--- config.mk ---
export PLATFORM = sky130hd
export DESIGN_NAME = irq_select_top
export DESIGN_NICKNAME = d
export VERILOG_FILES = /design/src/rtl/irq_sel_pkg.sv /design/src/rtl/irq_gate.sv /design/src/rtl/irq_pick.sv /design/src/rtl/irq_route.sv /design/src/rtl/irq_select_top.sv
export SDC_FILE = /design/constraint.sdc
export NUM_CORES = 1
export LEC_CHECK = 0
export BUFFER_PORTS_ARGS = -buffer_cell sky130_fd_sc_hd__buf_2
export CAP_MARGIN = 10
export CORE_AREA = 2 2 51 53
export DETAILED_ROUTE_END_ITERATION = 12
export DIE_AREA = 0 0 53 55
export PLACE_DENSITY = 0.83
export REMOVE_ABC_BUFFERS = 1
export SLEW_MARGIN = 0
export SYNTH_ARGS = -nofsm -noshare
export SYNTH_HDL_FRONTEND = slang
export SYNTH_HIERARCHICAL = 1
export SYNTH_SLANG_ARGS = --single-unit
--- constraint.sdc ---
create_clock -name clk -period 0.8 [get_ports clk]
set_clock_uncertainty 0.15 [all_clocks]
set_input_delay 0.12 -clock clk [delete_from_list [all_inputs] [get_ports clk]]
set_output_delay 0.12 -clock clk [all_outputs]
set_load 0.05 [all_outputs]
--- src/rtl/irq_sel_pkg.sv ---
package irq_sel_pkg;
  typedef enum logic [1:0] {
    PRIV_U    = 2'd0,
    PRIV_S    = 2'd1,
    PRIV_RSVD = 2'd2,
    PRIV_M    = 2'd3
  } priv_e;
endpackage

--- src/rtl/irq_gate.sv ---
module irq_gate
  import irq_sel_pkg::*;
(
  input  logic [1:0] priv_i,
  input  logic       mie_i,
  input  logic       sie_i,
  input  logic       hs_sie_i,
  output logic       m_on_o,
  output logic       s_on_o,
  output logic       hs_on_o
);
  always_comb begin
    m_on_o  = (priv_i < PRIV_M) || ((priv_i == PRIV_M) && mie_i);
    s_on_o  = (priv_i < PRIV_S) || ((priv_i == PRIV_S) && sie_i);
    hs_on_o = (priv_i < PRIV_S) || ((priv_i == PRIV_S) && hs_sie_i);
  end
endmodule

--- src/rtl/irq_pick.sv ---
module irq_pick #(
  parameter int N       = 16,
  parameter int CAUSE_W = $clog2(N)
) (
  input  logic [N-1:0]       req_i,
  output logic               hit_o,
  output logic [CAUSE_W-1:0] idx_o
);
  always_comb begin
    hit_o = 1'b0;
    idx_o = '0;
    for (int i = N - 1; i >= 0; i--) begin
      if (req_i[i]) begin
        hit_o = 1'b1;
        idx_o = CAUSE_W'(i);
      end
    end
  end
endmodule

--- src/rtl/irq_route.sv ---
module irq_route #(
  parameter int           N       = 16,
  parameter int           CAUSE_W = $clog2(N),
  parameter logic [N-1:0] VS_MASK = 16'h0444
) (
  input  logic [N-1:0]       pend_i,
  input  logic [N-1:0]       en_i,
  input  logic [N-1:0]       deleg_i,
  input  logic               virt_i,
  input  logic               m_on_i,
  input  logic               s_on_i,
  input  logic               hs_on_i,
  output logic               valid_o,
  output logic [CAUSE_W-1:0] cause_o,
  output logic               force_o
);
  logic [N-1:0]       live, cand, vcand, hs_req, base, fin_req;
  logic               hs_hit, fin_hit;
  logic [CAUSE_W-1:0] hs_idx, fin_idx;

  always_comb begin
    live    = pend_i & en_i;
    cand    = live & ~VS_MASK;
    vcand   = live & VS_MASK;
    hs_req  = (virt_i && hs_on_i) ? cand : '0;
    base    = virt_i ? vcand : cand;
    fin_req = (base & ~deleg_i & {N{m_on_i}}) |
              (base &  deleg_i & {N{s_on_i}});
  end

  irq_pick #(.N(N), .CAUSE_W(CAUSE_W)) u_pick_hs (
    .req_i(hs_req), .hit_o(hs_hit), .idx_o(hs_idx)
  );

  irq_pick #(.N(N), .CAUSE_W(CAUSE_W)) u_pick_fin (
    .req_i(fin_req), .hit_o(fin_hit), .idx_o(fin_idx)
  );

  always_comb begin
    force_o = hs_hit;
    valid_o = hs_hit | fin_hit;
    cause_o = hs_hit ? hs_idx : fin_idx;
  end
endmodule

--- src/rtl/irq_select_top.sv ---
module irq_select_top #(
  parameter int           N       = 16,
  parameter int           CAUSE_W = $clog2(N),
  parameter logic [N-1:0] VS_MASK = 16'h0444,
  parameter bit           REG_OUT = 1'b1
) (
  input  logic               clk,
  input  logic               rst_n,
  input  logic [N-1:0]       irq_pend_i,
  input  logic [N-1:0]       irq_en_i,
  input  logic [N-1:0]       deleg_i,
  input  logic [1:0]         priv_i,
  input  logic               mie_i,
  input  logic               sie_i,
  input  logic               virt_i,
  input  logic               hs_sie_i,
  output logic               irq_valid_o,
  output logic [CAUSE_W-1:0] irq_cause_o,
  output logic               force_hs_o
);
  logic               m_on, s_on, hs_on;
  logic               valid_c, force_c;
  logic [CAUSE_W-1:0] cause_c;

  irq_gate u_gate (
    .priv_i(priv_i), .mie_i(mie_i), .sie_i(sie_i), .hs_sie_i(hs_sie_i),
    .m_on_o(m_on), .s_on_o(s_on), .hs_on_o(hs_on)
  );

  irq_route #(.N(N), .CAUSE_W(CAUSE_W), .VS_MASK(VS_MASK)) u_route (
    .pend_i(irq_pend_i), .en_i(irq_en_i), .deleg_i(deleg_i),
    .virt_i(virt_i), .m_on_i(m_on), .s_on_i(s_on), .hs_on_i(hs_on),
    .valid_o(valid_c), .cause_o(cause_c), .force_o(force_c)
  );

  generate
    if (REG_OUT) begin : g_reg
      always_ff @(posedge clk or negedge rst_n) begin
        if (!rst_n) begin
          irq_valid_o <= 1'b0;
          irq_cause_o <= '0;
          force_hs_o  <= 1'b0;
        end else begin
          irq_valid_o <= valid_c;
          irq_cause_o <= cause_c;
          force_hs_o  <= force_c;
        end
      end
    end else begin : g_comb
      always_comb begin
        irq_valid_o = valid_c;
        irq_cause_o = cause_c;
        force_hs_o  = force_c;
      end
    end
  endgenerate


  valid_is_live_chk: assert property (@(posedge clk) disable iff (!rst_n)
    valid_c |-> (irq_pend_i[cause_c] && irq_en_i[cause_c]));

  force_needs_virt_chk: assert property (@(posedge clk) disable iff (!rst_n)
    force_c |-> (virt_i && valid_c));

  force_not_vs_chk: assert property (@(posedge clk) disable iff (!rst_n)
    force_c |-> !VS_MASK[cause_c]);

  vs_blocked_chk: assert property (@(posedge clk) disable iff (!rst_n)
    (valid_c && !virt_i) |-> !VS_MASK[cause_c]);

  idle_cause_chk: assert property (@(posedge clk) disable iff (!rst_n)
    !valid_c |-> (cause_c == '0 && !force_c));

  deleg_blocked_chk: assert property (@(posedge clk) disable iff (!rst_n)
    (valid_c && !force_c && priv_i[1]) |-> !deleg_i[cause_c]);
endmodule

Yosys cells after proc, flatten, opt, wreduce, memory -nomap -nowiden
Cells that the tools add are included.
{ "op_classes": {"magnitude_cmp": 2, "eq_ne": 2, "n_mux": 67, "bitwise_logic": 8, "reduce_logical": 7} }
{ "op_table": {"columns": ["operator", "n"], "rows": [
  ["$mux 4", 33],
  ["$and 16x16->16", 5],
  ["$mux 1", 32],
  ["$mux 16", 2],
  ["$not 16->16", 1],
  ["$or 16x16->16", 1],
  ["$logic_and 1x1->1", 4],
  ["$logic_or 1x1->1", 3],
  ["$eq 2x1->1 const B", 1],
  ["$eq 2x2->1 const B", 1],
  ["$lt 2x1->1 const B", 1],
  ["$lt 2x2->1 const B", 1],
  ["$or 1x1->1", 1]
]} }
{ "totals": {"regBits": 6, "input_bits": 56, "out_inout_bits": 6, "wordCells": 89} }

Logic depth before layout (Yosys ltp)
Gate-level depths: netlist of run 1.
{ "depth": {"ltp_word": 22, "depth_mapped": 10} }

Hierarchy
The synthesis of run 1 kept the hierarchy.
{ "modules_own_cells": {"columns": ["module", "instances", "cells_each", "area_per_inst_um2", "seq_area_each_um2"], "rows": [
  ["irq_route", 1, 73, 445.4, 0.0],
  ["irq_pick", 2, 33, 178.9, 0.0],
  ["irq_select_top", 1, 6, 150.1, 150.1],
  ["irq_gate", 1, 5, 32.5, 0.0]
]} }

Worst setup path before layout of run 1
Ideal clock, no wire load.
{ "synth_timing": {"path_type": "input to register", "from": "input port virt_i", "to": "register irq_valid_o", "t_arrival_ps": 1626, "required_ps": 523, "path_slack_ps": -1104, "cell_stages": 8, "path_buffers": 2, "path_cell_list": "buf_2 -> nand2_1 -> buf_2 -> nor2_1 -> nor4_2 -> and3_1 -> nand4_1 -> or2_2"} }
{ "synth_via": {"word_cells_on_any_way": 41, "cone_classes": "mux: 34; bitwise: 6; reduce/logical: 1"} }
{ "synth_lines": {"columns": ["element", "line", "source"], "rows": [
  ["start, declared", "irq_select_top.sv:15", "input logic virt_i,"],
  ["$logic_and 1x1->1", "irq_route.sv:25", "hs_req = (virt_i && hs_on_i) ? cand : '0;"],
  ["$mux 16", "irq_route.sv:25", null],
  ["named net u_route.hs_req[9]", "irq_route.sv:17", "logic [N-1:0] live, cand, vcand, hs_req, base, fin_req;"],
  ["$mux 1 (10 in a row)", "irq_pick.sv:13", "if (req_i[i]) begin"],
  ["named net force_c", "irq_select_top.sv:22", "logic valid_c, force_c;"],
  ["$or 1x1->1", "irq_route.sv:41", "valid_o = hs_hit | fin_hit;"],
  ["named net valid_c", "irq_select_top.sv:22", null],
  ["end signal, assigned", "irq_select_top.sv:44", "irq_valid_o <= valid_c;"],
  ["end, declared", "irq_select_top.sv:17", "output logic irq_valid_o,"]
]} }
The timed path passes the listed nets, and every way through them passes these cells.

Final worst setup path of run 1
{ "layout_timing": {"from": "input port sie_i", "to": "register irq_cause_o[2]"} }
{ "layout_via": {"word_cells_on_any_way": 21, "cone_classes": "mux: 17; bitwise: 2; reduce/logical: 2"} }
{ "layout_lines": {"columns": ["element", "line", "source"], "rows": [
  ["start, declared", "irq_select_top.sv:14", "input logic sie_i,"],
  ["$logic_and 1x1->1", "irq_gate.sv:14", "s_on_o = (priv_i < PRIV_S) || ((priv_i == PRIV_S) && sie_i);"],
  ["$logic_or 1x1->1", "irq_gate.sv:14", null],
  ["named net s_on", "irq_select_top.sv:21", "logic m_on, s_on, hs_on;"],
  ["$and 16x16->16", "irq_route.sv:28", "(base & deleg_i & {N{s_on_i}});"],
  ["$or 16x16->16", "irq_route.sv:27", "fin_req = (base & ~deleg_i & {N{m_on_i}}) |"],
  ["named net u_route.fin_req[0]", "irq_route.sv:17", null],
  ["$mux 4", "irq_pick.sv:13", null],
  ["named net u_route.fin_idx[2]", "irq_route.sv:19", "logic [CAUSE_W-1:0] hs_idx, fin_idx;"],
  ["$mux 4", "irq_route.sv:42", "cause_o = hs_hit ? hs_idx : fin_idx;"],
  ["named net cause_c[2]", "irq_select_top.sv:23", "logic [CAUSE_W-1:0] cause_c;"],
  ["end signal, assigned", "irq_select_top.sv:45", "irq_cause_o <= cause_c;"],
  ["end, declared", "irq_select_top.sv:18", "output logic [CAUSE_W-1:0] irq_cause_o,"]
]} }
The timed path passes the listed nets, and every way through them passes these cells.

==> results.txt, run 1 <==
Status: finished, violations left
Failing checks: negative setup slack
Critical path, cell by cell: buf_2 > inv_1 > a21oi_4 > buf_8 > buf_12 > mux2i_1 > nor3_1 > buf_4 > nor2_2 > nand2_1 > a21oi_1 > mux2_2
Hpwl dp: 2678 microns
Layout cells sized above 1: 63.57%
Cells after synthesis: 150
Worst vdd ir: 0.001554 V
Crit-path max FO: 7
RSZ-0062 raised after global routing: true
Leakage: 1.040 nW
CTS tree: built
Core region area: 0.002365 sq mm
First-pass GRT wire length: 6582 microns
Initial core utilization: 41.69%
CP bufs+invs: 5
Drt pass-1 iters: 4
CP Data Arrival Time: 2090 ps
Final worst slack: -1321 ps
Largest net degree at the start of global routing: 10
Post-synth cell types: 25
DRC viols: 0
Max Cap Viol: 0
Vias in the first global route: 1,543
Min-Delay Path Class: in2async
Mean number of vias per cell: 6.090
Final core utilization: 90.63%
Tcrit/Tclk final: 265.2%
CTS clk-pin slew, worst paths: 50 ps
Final nets: 327
Gr ovfl total: 0
IO Port Bufs: 61
Final setup viols: 12
Crit path launch type: input pin
Req. time, crit path: 770 ps
Reg area: 150.1 sq um
Max-slew violations: 0
Total power: 0.001849 W
Vias post-DR: 1,821
Wire per inst: 21.38 microns
Die area: 0.002915 sq mm
Worst setup EP type: flip-flop
Final Hold Viols: 0
Die Y: 55 microns
Root buf cell: clkbuf_4
Delay-heaviest family, CP: buffers and inverters
Max Clk Rate: 471.4 MHz
Routability congestion estimate: 0.9225
Final min period: 2121 ps
Core Rows: 18
Warnings, synthesis: 6
GRT Overall Usage: 30.76%
Fill count: 86
Iter 0 DRT Violations: 120
Cts bufs inserted: 3
N_diodes: 0
Num ports: 62
Max incr delay on CP: 360 ps
Seq cells post-synth: 6
Area delta synth->final: 117.4%
Synth Cell Area: 985.9 sq um
Die width: 53 microns
PD cells: 862.5 mW/mm^2
Crit path kind: in2reg
Hold WS: 75.98 ps
Max Buffers Root-to-Sink: 2
Total clock sinks: 6
H-tree depth: 1
Syn avg cell area: 6.573 sq um
Setup_tns: -8383 ps
Antenna Nets Post-Route: 0
Multi-input logic area: 0.001087 sq mm
Post-synthesis sequential area ratio: 15.23%
Initial antenna violation count: 0
Total Wirelength: 6392 microns
Critical Path Slowest Stage Cell: nor3_1
Crit path launch: sie_i
[cell type report]
type	count	area share, %
inverter	8	1.401
sequential	6	7.005
tap	30	1.751
multi-input combinational	139	50.73
timing repair buffer	113	38.06
clock buffer	3	1.051
[registers in the layout, summed over array words and instances (netlist names)]
signal	count
irq_cause_o	4
irq_valid_o	1
force_hs_o	1
[stage by stage]
stage	setup slack [ps]	cell area [sq um]	cells
2_1_floorplan	-1093	978.4	153
5_1_grt	-1248	2143	299
3_3_place_gp	-1201	1612	281
3_5_place_dp	-1229	1612	281
4_1_cts	-893.2	1914	292
6_report	-1321	2143	299
[kinds of logic (layout without fill, tap and decap cells)]
family                 count (synthesis)  count (layout)  share of synthesized area (%)
and+or+nand+nor                       90              90                          43.53
AOI/OAI and AO/OA                     20              20                          13.20
muxes                                 20              20                          20.81
buffers and inverters                 13             124                          6.852
DFF                                    6               6                          15.23
other                                  1               9                         0.3803
[cell usage after synthesis]
master,count,area share [%]
nor3b_1,2,1.5
nor2_1,30,11
o31ai_1,2,1.5
nor2b_1,2,1.3
a31oi_1,2,1.3
and3_1,2,1.3
or2_2,1,0.63
nand3_1,5,2.5
inv_1,8,3.0
conb_1,1,0.38
a21oi_1,8,4.1
nor4_2,4,5.1
o22ai_1,2,1.3
a21oi_2,2,1.8
o21ai_0,2,1.0
nand2_1,24,9.1
mux2i_1,16,16
buf_2,3,1.5
o311a_2,2,2.3
buf_6,2,2.3
nand3b_1,1,0.76
dfrtp_1,6,15
nor3_1,17,8.6
nand4_1,2,1.3
mux2_2,4,4.6
[metal layers]
layer,wire length (microns),track usage (%),vias up
met5,0,0,-
met3,722,6.183,55
met4,524,11.54,0
met2,2924,60.21,167
li1,-,-,761
met1,2219,32.36,838
[worst paths after layout]
kind / end / slack [ps] / depth (start not counted)
setup / recovery: irq_cause_o[2]$_DFF_PN0_ / -1320 / 12
min in group clk: irq_valid_o$_DFF_PN0_ / 440 / 7
hold / removal: irq_valid_o$_DFF_PN0_ / 80 / 2
max in group asynchronous: irq_cause_o[1]$_DFF_PN0_ / 250 / 2
[cell usage in the layout (no fill, tap or decap), drive strengths merged]
| master | netlist | routed |
|---|---|---|
| o311a | 2 | 2 |
| a31oi | 2 | 2 |
| or2 | 1 | 1 |
| nand2 | 24 | 24 |
| nor3b | 2 | 2 |
| mux2i | 16 | 16 |
| dfrtp | 6 | 6 |
| inv | 8 | 8 |
| nand3 | 5 | 5 |
| o21ai | 2 | 2 |
| clkbuf | 0 | 3 |
| nand4 | 2 | 2 |
| a21oi | 10 | 10 |
| and3 | 2 | 2 |
| nor4 | 4 | 4 |
| o22ai | 2 | 2 |
| o31ai | 2 | 2 |
| mux2 | 4 | 4 |
| nor3 | 17 | 17 |
| nand3b | 1 | 1 |
| conb | 1 | 9 |
| dlygate4sd3 | 0 | 1 |
| nor2b | 2 | 2 |
| nor2 | 30 | 30 |
| buf | 5 | 112 |
[report_power, final]
part           internal (W)  switching, W
clock              0.000171      0.000124
sequential         0.000328     0.0000135
combinational      0.000578      0.000635
[what timing repair did]
action                     CTS  global route
buffers inserted             8             7
hold endpoints to repair     6             0
hold buffers                 1             0
setup endpoints to repair   12            12
resized for setup           55            34
pin swaps                   21            20
(Power assumes the default switching activity.)
==> inputs of run 2 (changes only) <==
--- a/config.mk
+++ b/config.mk
@@ -6,14 +6,12 @@
 export NUM_CORES = 1
 export LEC_CHECK = 0
 export BUFFER_PORTS_ARGS = -buffer_cell sky130_fd_sc_hd__buf_2
-export CAP_MARGIN = 10
-export CORE_AREA = 2 2 51 53
+export CORE_AREA = 2 2 53 55
 export DETAILED_ROUTE_END_ITERATION = 12
-export DIE_AREA = 0 0 53 55
+export DIE_AREA = 0 0 55 57
 export PLACE_DENSITY = 0.83
 export REMOVE_ABC_BUFFERS = 1
 export SLEW_MARGIN = 0
 export SYNTH_ARGS = -nofsm -noshare
 export SYNTH_HDL_FRONTEND = slang
-export SYNTH_HIERARCHICAL = 1
 export SYNTH_SLANG_ARGS = --single-unit
==> run 2 against run 1 <==
The run still ends with negative setup slack left. Worst setup slack better by 470 ps. Final cell count up 3.0%. Critical endpoint is now irq_valid_o$_DFF_PN0_. Highest routed layer unchanged. Sequential share of layout area down 0.12 points. Die area up 7.5%.
==> results.txt, run 2 <==
Mean number of vias per cell: 6.101
DRC viols: 0
Core Rows: 19
RSZ-0062 raised after global routing: true
Total power: 0.002086 W
Root buf cell: clkbuf_4
Die area: 0.003135 sq mm
Cells after synthesis: 153
Num ports: 62
Max Cap Viol: 0
Leakage: 1.065 nW
Post-synth cell types: 50
Most flop-heavy register: irq_cause_o
Synth top area cells: dfrtp_1 13%, a22oi_1 7.4%, nand2_1 6.4%
Min-Delay Path Class: in2async
Max-slew violations: 0
Worst vdd ir: 0.001074 V
Final setup viols: 12
Crit-path max FO: 2
CP Data Arrival Time: 1630 ps
Biggest registers after layout: irq_cause_o: 4 flops, force_hs_o: 1 flops, irq_valid_o: 1 flops
Antenna Nets Post-Route: 0
Setup_tns: -5856 ps
CTS tree: built
Syn avg cell area: 7.286 sq um
Max Buffers Root-to-Sink: 2
Area delta synth->final: 95.62%
Top_reg_cell synth: dfrtp_1
Final Hold Viols: 0
Crit path kind: in2reg
Vias post-DR: 1,879
Synth Cell Area: 0.001115 sq mm
Die width: 55 microns
Total clock sinks: 6
Most instantiated cells after synthesis: 19 x nand2_1, 11 x a22oi_1, 10 x inv_1, 10 x o21ai_0, 8 x nor2_1
Worst setup EP type: flip-flop
Max reg flops: 4
Top-count cell post-synth: nand2_1
Core region area: 0.002615 sq mm
Req. time, crit path: 770 ps
Final nets: 335
Final min period: 1653 ps
CTS clk-pin slew, worst paths: 50 ps
Routability congestion estimate: 0.9196
Commonest non-fill, non-tap cell in the layout: buf_4
Failing checks: negative setup slack
Asr flop ratio synth: 100.0%
Cts bufs inserted: 3
Final worst slack: -853.1 ps
Wire per inst: 16.59 microns
Crit path launch type: input pin
Status: finished, violations left
Initial core utilization: 42.63%
Worst-margin pin slew: 433.3 ps
EDFF count, synth: 0
Relative slew slack: 71.11%
Largest net degree at the start of global routing: 11
Hpwl dp: 3704 microns
IO Port Bufs: 61
Max Clk Rate: 604.9 MHz
N_diodes: 0
Most frequent cells in the layout: 60 x buf_4, 50 x buf_2, 17 x nand2_1
Layout cells sized above 1: 57.04%
Vias in the first global route: 1,893
Seq cells post-synth: 6
Final core utilization: 83.40%
First-pass GRT wire length: 7527 microns
H-tree depth: 1
Share of the synthesized area in the top cell type: 13.47%
Total Wirelength: 5111 microns
Drt pass-1 iters: 4
Initial antenna violation count: 0
Warnings, synthesis: 0
Post-synthesis sequential area ratio: 13.47%
Tcrit/Tclk final: 206.6%
PD cells: 956.4 mW/mm^2
Fill count: 168
Gr ovfl total: 0
GRT Overall Usage: 31.68%
Iter 0 DRT Violations: 81
Synth area leader: dfrtp_1
Die Y: 57 microns
-- run 2: power by group --
group / switching [W] / internal, W / total [W]
clock network: 0.000123 / 0.000171 / 0.000293
registers: 0.0000229 / 0.000351 / 0.000374
logic: 0.000717 / 0.000702 / 0.00142
total: 0.000862 / 0.00122 / 0.00209
-- run 2: cells by family (layout without fill, tap and decap cells) --
logic type,after synthesis,after routing,share of synthesized area [%]
AOI/OAI and AO/OA,70,70,48.49
buffers and inverters,16,140,7.070
DFF,6,6,13.47
and+or+nand+nor,61,61,30.98
-- run 2: path summary, 6_finish.rpt --
path,start,endpoint,slack (ps)
max,irq_pend_i[7],irq_valid_o$_DFF_PN0_,-850
min,rst_n,force_hs_o$_DFF_PN0_,90
max in group asynchronous,rst_n,irq_valid_o$_DFF_PN0_,260
min in group clk,irq_pend_i[0],irq_cause_o[3]$_DFF_PN0_,160
-- run 2: critical path, stage by stage --
cell       delay (ps)
buf_6             100
a222oi_1          370
buf_4             180
and2_4            140
a31o_4            150
o2111ai_2         100
nand2b_4          170
or3_1             300
-- run 2: what timing repair did --
item                                    in CTS  in global routing
pin swaps                                   12                  7
buffers inserted                             2                  2
endpoints found under the setup margin      12                 12
hold buffers                                 1                  0
hold endpoints to repair                     6                  0
gates resized for setup                     38                 17
-- run 2: metal layers --
layer | vias to the layer above | track usage [%] | routed length (microns)
met5 | - | 0 | 0
met2 | 115 | 57.99 | 2676
met4 | 0 | 17.07 | 189
met3 | 28 | 1.832 | 439
li1 | 875 | - | -
met1 | 861 | 34.62 | 1805
-- run 2: layout make-up --
| type | count | area (sq um) | share of cell area [%] |
|---|---|---|---|
| well taps | 31 | 38.79 | 1.779 |
| multi-input cells | 131 | 1040 | 47.68 |
| flip-flops and latches | 6 | 150.1 | 6.885 |
| repair buffers | 126 | 888.4 | 40.73 |
| clock buffers | 3 | 22.52 | 1.033 |
| inverters | 11 | 41.29 | 1.893 |
-- run 2: metrics by stage --
step,instances,cell area [sq um],worst slack [ps],hold slack [ps]
2_1_floorplan,148,1077,-868.2,-325.6
3_3_place_gp,300,1884,-1092,-208.3
3_5_place_dp,300,1884,-1148,-199.0
4_1_cts,306,2091,-780.3,68.14
5_1_grt,308,2181,-918.7,100.5
6_report,308,2181,-853.1,86.89
==> inputs of run 3 (changes only) <==
--- a/config.mk
+++ b/config.mk
@@ -6,12 +6,13 @@
 export NUM_CORES = 1
 export LEC_CHECK = 0
 export BUFFER_PORTS_ARGS = -buffer_cell sky130_fd_sc_hd__buf_2
-export CORE_AREA = 2 2 53 55
+export CORE_AREA = 2 2 51 53
 export DETAILED_ROUTE_END_ITERATION = 12
-export DIE_AREA = 0 0 55 57
-export PLACE_DENSITY = 0.83
+export DIE_AREA = 0 0 53 55
+export PLACE_DENSITY = 0.79
 export REMOVE_ABC_BUFFERS = 1
 export SLEW_MARGIN = 0
 export SYNTH_ARGS = -nofsm -noshare
 export SYNTH_HDL_FRONTEND = slang
+export SYNTH_HIERARCHICAL = 1
 export SYNTH_SLANG_ARGS = --single-unit
==> run 3 against run 2 <==
The run still ends with negative setup slack left. First-iteration DRC count down 33%. Sequential share of layout area up 1.2 points. Cell area down 14%. Utilization down 4.5 points. Clock-buffer cell count unchanged. Critical path depth up 2. Largest power group unchanged.
==> results.txt, run 3 (synthesized netlist as in run 1, its figures left out) <==
Status: finished, violations left
Failing checks: negative setup slack
Worst vdd ir: 0.001089 V
Final nets: 315
Max Clk Rate: 529.0 MHz
Req. time, crit path: 770 ps
Crit path kind: in2reg
Die Y: 55 microns
Final Hold Viols: 0
Die area: 0.002915 sq mm
Cts bufs inserted: 3
Area delta synth->final: 89.34%
Crit-path max FO: 4
Total power: 0.001603 W
CTS tree: built
Relative slew slack: 59.11%
Wire per inst: 15.02 microns
Core Rows: 18
PD cells: 858.8 mW/mm^2
DRC viols: 0
Largest net degree at the start of global routing: 17
Num ports: 62
Worst-margin pin slew: 608.6 ps
Total clock sinks: 6
N_diodes: 0
GRT Overall Usage: 27.16%
Gr ovfl total: 0
Most flop-heavy register: irq_cause_o
Commonest non-fill, non-tap cell in the layout: buf_2
Routability congestion estimate: 0.8796
Worst setup EP type: flip-flop
Vias in the first global route: 1,375
Max-slew violations: 0
CTS clk-pin slew, worst paths: 50 ps
Mean number of vias per cell: 5.352
Core region area: 0.002365 sq mm
Antenna Nets Post-Route: 0
Initial core utilization: 41.69%
First-pass GRT wire length: 5837 microns
Root buf cell: clkbuf_4
Multi-input logic area: 955.9 sq um
Pre-CTS WS: -1245 ps
Max Cap Viol: 0
Fill count: 145
Iter 0 DRT Violations: 54
Final min period: 1890 ps
Hpwl dp: 2717 microns
Initial antenna violation count: 0
Total Wirelength: 4312 microns
H-tree depth: 1
Max Buffers Root-to-Sink: 2
RSZ-0062 raised after global routing: true
Tcrit/Tclk final: 236.3%
Layout cells sized above 1: 53.70%
Final setup viols: 12
Hold WS: 95.45 ps
Leakage: 0.9487 nW
Min-Delay Path Class: in2async
Biggest registers after layout: irq_cause_o: 4 flops, force_hs_o: 1 flops, irq_valid_o: 1 flops
Max reg flops: 4
Most frequent cells in the layout: 52 x buf_2, 38 x buf_4, 24 x nor2_1
IO Port Bufs: 61
CP Data Arrival Time: 1860 ps
Drt pass-1 iters: 5
Crit path launch type: input pin
Reg area: 150.1 sq um
Die width: 53 microns
Vias post-DR: 1,536
Final worst slack: -1090 ps
run 3: changes by cell type in the layout (fill, tap and decap cells not counted), sizes merged, moves of 5 or more:
cell and change:
buf -25, nor2 +22, mux2i +16, nor3 +16
a22oi -12, o21ai -10, conb +9, a21oi +8
o32ai -6, and2 -5, nand2 +5
run 3: through the flow:
stage | std cells | util [%] | area (sq um) | setup TNS [ps]
finish | 287 | 78.94 | 1867 | -7203
global route | 287 | 78.94 | 1867 | -7733
CTS | 287 | 75.61 | 1788 | -6423
floorplan | 153 | - | 978.4 | -6345
global placement | 282 | 67.94 | 1607 | -6967
detailed placement | 282 | 67.94 | 1607 | -7240
run 3: where the power goes:
part / internal, W / switching [W]
combinational: 0.000475 / 0.000504
clock: 0.000170 / 0.000113
sequential: 0.000328 / 0.0000138
run 3: critical path: stages:
cell,delay [ps]
buf_6,90
nand3b_1,250
buf_6,200
mux2i_4,160
nor3_2,90
nor2_2,140
nor3_1,50
o31ai_1,320
a31oi_1,150
mux2_2,280
run 3: what timing repair did:
| item | CTS | global route |
|---|---|---|
| gates cloned | 0 | 0 |
| pin swaps | 10 | 7 |
| hold endpoints to repair | 6 | 0 |
| hold buffers | 1 | 0 |
| endpoints found under the setup margin | 12 | 12 |
| buffers inserted | 3 | 1 |
| gates resized for setup | 34 | 17 |
run 3: worst paths after layout:
kind                             start                       end  slack [ps]  depth (start not counted)
setup / recovery                 mie_i  irq_cause_o[1]$_DFF_PN0_       -1090                         10
hold / removal                   rst_n  irq_cause_o[2]$_DFF_PN0_         100                          2
max in group asynchronous        rst_n  irq_cause_o[0]$_DFF_PN0_         260                          2
min in group clk           irq_en_i[0]  irq_cause_o[0]$_DFF_PN0_         320                          5
run 3: routing by layer:
layer	GRT usage [%]	part of all wire [%]
met4	10.68	5.1
met2	50.83	51
met1	30.73	36
met5	0	0
met3	4.570	7.9
run 3: cell type report:
type                            count  share of cell area, %
Inverter                            8                  1.743
Multi-Input combinational cell    139                  51.21
Tap cell                           30                  2.011
Clock buffer                        3                  1.206
Timing Repair Buffer              101                  35.79
Sequential cell                     6                  8.043
